### src/rtl/bwd_pkg.sv
package bwd_pkg;
  typedef enum logic [1:0] {
    SEL_SHORT = 2'b00,
    SEL_MID   = 2'b01,
    SEL_LONG  = 2'b10,
    SEL_OFF   = 2'b11
  } wdSel_e;

  typedef enum logic [1:0] {
    SEQ_IDLE,
    SEQ_ARMED,
    SEQ_LOW,
    SEQ_READY
  } seqState_e;

  // strobes from control to datapath
  typedef struct packed {
    logic   kick;
    logic   hold;
    wdSel_e sel;
  } wdCtl_t;
endpackage

### src/rtl/bwd_sync.sv
module bwd_sync #(
  parameter int WIDTH = 2,
  parameter int STAGES = 2,
  parameter logic [WIDTH-1:0] RST_VAL = '1
) (
  input  logic             clk,
  input  logic             rstN,
  input  logic [WIDTH-1:0] d,
  output logic [WIDTH-1:0] q
);
  logic [STAGES-1:0][WIDTH-1:0] pipe;

  always_ff @(posedge clk or negedge rstN) begin
    if (!rstN) pipe[0] <= RST_VAL;
    else       pipe[0] <= d;
  end

  for (genvar g = 1; g < STAGES; g++) begin : gStage
    always_ff @(posedge clk or negedge rstN) begin
      if (!rstN) pipe[g] <= RST_VAL;
      else       pipe[g] <= pipe[g-1];
    end
  end

  assign q = pipe[STAGES-1];
endmodule

### src/rtl/bwd_ctrl.sv
module bwd_ctrl
  import bwd_pkg::*;
#(
  parameter logic [1:0] DEFAULT_SEL = 2'b00,
  parameter int SYNC_STAGES = 2
) (
  input  logic       clk,
  input  logic       rstN,
  input  logic       sclIn,
  input  logic       sdaIn,
  input  logic       selLoad,
  input  logic [1:0] selData,
  input  logic       wpLock,
  input  logic       resetActiveIn,
  output wdCtl_t     ctl
);
  logic [1:0] busS;
  logic sclS, sdaS, sclQ, sdaQ;
  logic startDet, stopDet, kickNow;
  seqState_e seqState, seqNext;
  wdSel_e periodReg;

  bwd_sync #(.WIDTH(2), .STAGES(SYNC_STAGES), .RST_VAL(2'b11)) u_sync (
    .clk(clk), .rstN(rstN), .d({sclIn, sdaIn}), .q(busS)
  );

  assign sclS = busS[1];
  assign sdaS = busS[0];

  always_ff @(posedge clk or negedge rstN) begin
    if (!rstN) begin
      sclQ <= 1'b1;
      sdaQ <= 1'b1;
    end else begin
      sclQ <= sclS;
      sdaQ <= sdaS;
    end
  end

  // data line edges while the clock line stays high
  assign startDet = sclS && sclQ && sdaQ && !sdaS;
  assign stopDet  = sclS && sclQ && !sdaQ && sdaS;

  always_comb begin
    seqNext = seqState;
    kickNow = 1'b0;
    if (startDet) begin
      seqNext = SEQ_ARMED;
    end else begin
      case (seqState)
        SEQ_ARMED: begin
          if (stopDet)    seqNext = SEQ_IDLE;
          else if (!sclS) seqNext = SEQ_LOW;
        end
        SEQ_LOW: if (sclS) seqNext = SEQ_READY;
        SEQ_READY: begin
          if (stopDet) begin
            seqNext = SEQ_IDLE;
            kickNow = 1'b1;
          end
        end
        default: seqNext = seqState;
      endcase
    end
  end

  always_ff @(posedge clk or negedge rstN) begin
    if (!rstN) begin
      seqState  <= SEQ_IDLE;
      periodReg <= wdSel_e'(DEFAULT_SEL);
    end else begin
      seqState <= seqNext;
      if (selLoad && !wpLock) periodReg <= wdSel_e'(selData);
    end
  end

  assign ctl.kick = kickNow;
  assign ctl.hold = resetActiveIn || (periodReg == SEL_OFF);
  assign ctl.sel  = periodReg;
endmodule

### src/rtl/bwd_dp.sv
module bwd_dp
  import bwd_pkg::*;
#(
  parameter int PRESCALE = 4,
  parameter int TICKS_SHORT = 8,
  parameter int TICKS_MID = 16,
  parameter int TICKS_LONG = 32
) (
  input  logic   clk,
  input  logic   rstN,
  input  wdCtl_t ctl,
  output logic   rstReq
);
  localparam int MAX_TICKS = (TICKS_LONG > TICKS_MID)
      ? ((TICKS_LONG > TICKS_SHORT) ? TICKS_LONG : TICKS_SHORT)
      : ((TICKS_MID > TICKS_SHORT) ? TICKS_MID : TICKS_SHORT);
  localparam int CNT_W = $clog2(MAX_TICKS + 1);
  localparam int PRE_W = $clog2(PRESCALE + 1);

  logic [PRE_W-1:0] preCnt;
  logic [CNT_W-1:0] tmoCnt, lastTick;
  logic tick;

  always_comb begin
    case (ctl.sel)
      SEL_SHORT: lastTick = CNT_W'(TICKS_SHORT - 1);
      SEL_MID:   lastTick = CNT_W'(TICKS_MID - 1);
      SEL_LONG:  lastTick = CNT_W'(TICKS_LONG - 1);
      default:   lastTick = '0;
    endcase
  end

  assign tick = (preCnt == PRE_W'(PRESCALE - 1));

  always_ff @(posedge clk or negedge rstN) begin
    if (!rstN) begin
      preCnt <= '0;
      tmoCnt <= '0;
      rstReq <= 1'b0;
    end else if (ctl.kick || ctl.hold) begin
      preCnt <= '0;
      tmoCnt <= '0;
      rstReq <= 1'b0;
    end else begin
      rstReq <= 1'b0;
      if (tick) begin
        preCnt <= '0;
        if (tmoCnt >= lastTick) begin
          tmoCnt <= '0;
          rstReq <= 1'b1;
        end else begin
          tmoCnt <= tmoCnt + 1'b1;
        end
      end else begin
        preCnt <= preCnt + 1'b1;
      end
    end
  end
endmodule

### src/rtl/bus_watchdog.sv
module bus_watchdog
  import bwd_pkg::*;
#(
  parameter int PRESCALE = 4,
  parameter int TICKS_SHORT = 8,
  parameter int TICKS_MID = 16,
  parameter int TICKS_LONG = 32,
  parameter logic [1:0] DEFAULT_SEL = 2'b00
) (
  input  logic       clk,
  input  logic       rstN,
  input  logic       sclIn,
  input  logic       sdaIn,
  input  logic       selLoad,
  input  logic [1:0] selData,
  input  logic       wpLock,
  input  logic       resetActiveIn,
  output logic       rstReq
);
  wdCtl_t ctl;

  bwd_ctrl #(.DEFAULT_SEL(DEFAULT_SEL), .SYNC_STAGES(2)) u_ctrl (
    .clk(clk), .rstN(rstN), .sclIn(sclIn), .sdaIn(sdaIn),
    .selLoad(selLoad), .selData(selData), .wpLock(wpLock),
    .resetActiveIn(resetActiveIn), .ctl(ctl)
  );

  bwd_dp #(
    .PRESCALE(PRESCALE), .TICKS_SHORT(TICKS_SHORT),
    .TICKS_MID(TICKS_MID), .TICKS_LONG(TICKS_LONG)
  ) u_dp (
    .clk(clk), .rstN(rstN), .ctl(ctl), .rstReq(rstReq)
  );
endmodule

### config.mk
export PLATFORM = sky130hd
export DESIGN_NAME = bus_watchdog
export DESIGN_NICKNAME = d
export VERILOG_FILES = /design/src/rtl/bwd_pkg.sv /design/src/rtl/bwd_sync.sv /design/src/rtl/bwd_ctrl.sv /design/src/rtl/bwd_dp.sv /design/src/rtl/bus_watchdog.sv
export SDC_FILE = /design/constraint.sdc
export NUM_CORES = 1
export LEC_CHECK = 0
export ABC_AREA = 1
export BUFFER_PORTS_ARGS = -buffer_cell sky130_fd_sc_hd__buf_2
export CORE_UTILIZATION = 50
export CTS_CLUSTER_DIAMETER = 80
export CTS_CLUSTER_SIZE = 8
export DETAILED_ROUTE_END_ITERATION = 12
export GPL_ROUTABILITY_DRIVEN = 0
export MAX_ROUTING_LAYER = met4
export PLACE_DENSITY = 0.69
export SETUP_SLACK_MARGIN = 0.05
export SKIP_LAST_GASP = 1
export SYNTH_ARGS = -nofsm -noshare
export SYNTH_HDL_FRONTEND = slang
export SYNTH_SLANG_ARGS = --single-unit
### constraint.sdc
create_clock -name clk -period 4.85 [get_ports clk]
set_input_delay 0.485 -clock clk [delete_from_list [all_inputs] [get_ports clk]]
set_output_delay 0.485 -clock clk [all_outputs]
set_load 0.005 [all_outputs]
==> impl_metrics.ini <==
[die]
dieArea_um2 = 2410
die_w_um = 49.1
io_pins = 10
core_region_area_um2 = 2020
die_h_um = 49.1
initial_core_util_pct = 54.8
num_rows = 16

[clocking]
cts.sinks = 20
cts_tree = done
cts.path.max_buffers = 2
clock-root-buffer = clkbuf_4
hold_buffers = 0
cts.htree.levels = 1
clk_latency_ns = 0.30
cts_buffers = 3
postCtsResizedCells = 0
clk_pin_slew_ns = 0.11
cts_setup_buffers = 0

[synth]
synth_area_per_cell_um2 = 9.08
synth_top_area_share_pct = 31.6
synth.area.top_cells = dfrtp_1 32%, dfstp_2 14%, ha_1 9.0%
synthCells = 122
ys.warnings.count = 0
synth_cell_types = 25
synth_nets = 139
synthFlopType = dfrtp_1
synth-adder-area-share_pct = 9.04
synth_simple_gate_area_share_pct = 28.5
async_flop_share_pct = 100
synth_top_family_by_area = simple AND/OR/NAND/NOR gates
synth_edf_count = 0
ys_ff_latch = 20
synth_xor_area_share_pct = 2.37
synthMuxAreaShare_pct = 1.02
netlist_area_um2 = 1110
yosysSeqAreaShare_pct = 45.9
synth_compound_area_share_pct = 5.54
synth_area_leader_cell = dfrtp_1

[sta]
slew_viol_final = 0
fmax_mhz = 565
setup_viol = 0
rsz0062_at_grt = no
setup_slack_ns = 3.08
max_slew_margin_pct = 71.2
hold_viol = 0
fin_crit_ns = 1.77
tightest_slew_ns = 0.433
fin_crit_sh_pct = 36.5
timing.setup.tns_ns = 0
finClkSkew_ns = 0.00137

[worst_setup_path]
start_kind = register
path_class = register to register
reg2reg_from = u_ctrl.periodReg[0]
rrSetupSlack_ns = 3.08
critPathMaxFanout = 4
worstPathRequired_ns = 5.10
r2r-end = u_dp.tmoCnt[4]
cp.arrival_ns = 2.01
ff2ff_path_depth = 10
end_kind = register

[cells_and_area]
final_cell_area_um2 = 1230
nets = 152
syn_to_final_growth_pct = 10.8
diodes = 0
layout-drive-gt1-share_pct = 26.9

[power]
p_leak_nw = 0.637
peakVddDrop_mv = 0.248
pwr_density_cell_nw_per_um2 = 339

[grt]
grt_antenna_before_repair = 0
grt_first_pass_wirelength_um = 3330
grt_max_degree = 21
grt_pass1_vias = 788
grt_usage_pct = 18.5
grt.overflow.total = 0

[hold_path]
hp-class = input port to asynchronous set/reset pin

[routing]
wl_per_cell_um = 10.8
viasPerCell = 4.83
drt-initial-drc-count = 4
dr.pass1.iters = 5
routed_wl_um = 1740
vias = 778
drtAntennaViolNets = 0
drc = 0

[placement]
dpl.hpwl_um = 1350
io_buffers = 9
place_ws_ns = 3.11
post_dp_cell_area_um2 = 1170

[status]
status = complete, no violations

[flow_run]
drv_cap = 0
-- where the power goes --
group          internal, mW  switching [mW]
Sequential            0.185          0.0133
Clock                0.0835          0.0514
Combinational        0.0336          0.0495
Total                 0.302           0.114
-- metal layers --
metal  global-route usage (%)  share of wire [%]
met5                        -                  0
met4                     5.88                1.0
met3                     2.80                2.6
met2                     29.2                 45
met1                     24.4                 51
-- flip-flops by register name, summed over array words and instances (netlist names) --
name,flops
u_ctrl.u_sync.q,2
u_dp.preCnt,3
u_dp.tmoCnt,6
u_ctrl.periodReg,2
u_ctrl.sclQ,1
u_ctrl.seqState,2
u_dp.rstReq,1
u_ctrl.sdaQ,1
u_ctrl.u_sync.pipe,2
-- metrics by stage --
| stage | hold slack (ns) | cells | util [%] | total power, mW |
|---|---|---|---|---|
| after global placement | 0.349 | 157 | 58.1 | 0.281 |
| after floorplan | 0.189 | 122 | - | 0.264 |
| after CTS | 0.114 | 161 | 60.7 | 0.420 |
| after global routing | 0.139 | 161 | 60.7 | 0.443 |
| final | 0.107 | 161 | 60.7 | 0.416 |
| after detailed placement | 0.347 | 157 | 58.1 | 0.285 |
-- cells in the final DEF, fill, tap and decap left out, types with 6 or more instances in the layout --
cell type / Yosys / layout
nand2_1: 26 / 26
inv_1: 15 / 15
dfrtp_1: 14 / 14
nand3_1: 13 / 13
nor2_1: 12 / 12
buf_2: 0 / 9
ha_1: 8 / 8
dfstp_2: 6 / 6
-- logic make-up after synthesis --
logic type,Yosys count
adder cells (fa/ha/maj),8
flip-flops,20
XOR/XNOR,3
AND/OR/NAND/NOR,62
buffers and inverters,20
multiplexers,1
AO/OA/AOI/OAI,8
-- critical path: stages (launching register included) --
cell     delay (ns)
dfrtp_1        0.39
inv_1          0.07
ha_1           0.29
ha_1           0.30
nand3_2        0.09
nand2_2        0.06
a21oi_4        0.14
nand2_2        0.11
nor2_4         0.11
nand3_1        0.09
nand2_1        0.07
-- area by class of cell --
| type | instances | area (µm²) |
|---|---|---|
| fillers | 179 | 795 |
| multi-input cells | 82 | 514 |
| flip-flops and latches | 20 | 508 |
| inverters | 19 | 73.8 |
| repair buffers | 9 | 45.0 |
| well taps | 27 | 33.8 |
| clock inverters | 1 | 30.0 |
| clock buffers | 3 | 22.5 |
-- Yosys cell counts, types with 2 or more instances --
library cell,count
xnor2_1,2
ha_1,8
inv_1,15
nand2_1,26
nand3_1,13
nor2_4,3
dfstp_2,6
nor2_1,12
nand2_2,3
a21oi_1,2
dfrtp_1,14
o21ai_1,3
inv_2,3
-- worst max-delay path by stage --
stage                              from             end  slack [ns]  depth (start not counted)
floorplan           u_ctrl.periodReg[0]  u_dp.tmoCnt[2]        3.25                         10
global placement    u_ctrl.periodReg[0]  u_dp.tmoCnt[4]        3.15                         10
detailed placement  u_ctrl.periodReg[0]  u_dp.tmoCnt[4]        3.11                         10
CTS                 u_ctrl.periodReg[0]  u_dp.tmoCnt[4]        3.08                         10
global route        u_ctrl.periodReg[0]  u_dp.tmoCnt[4]        2.92                         10
finish              u_ctrl.periodReg[0]  u_dp.tmoCnt[4]        3.08                         10
No activity file was read; power rests on OpenSTA's default activity.
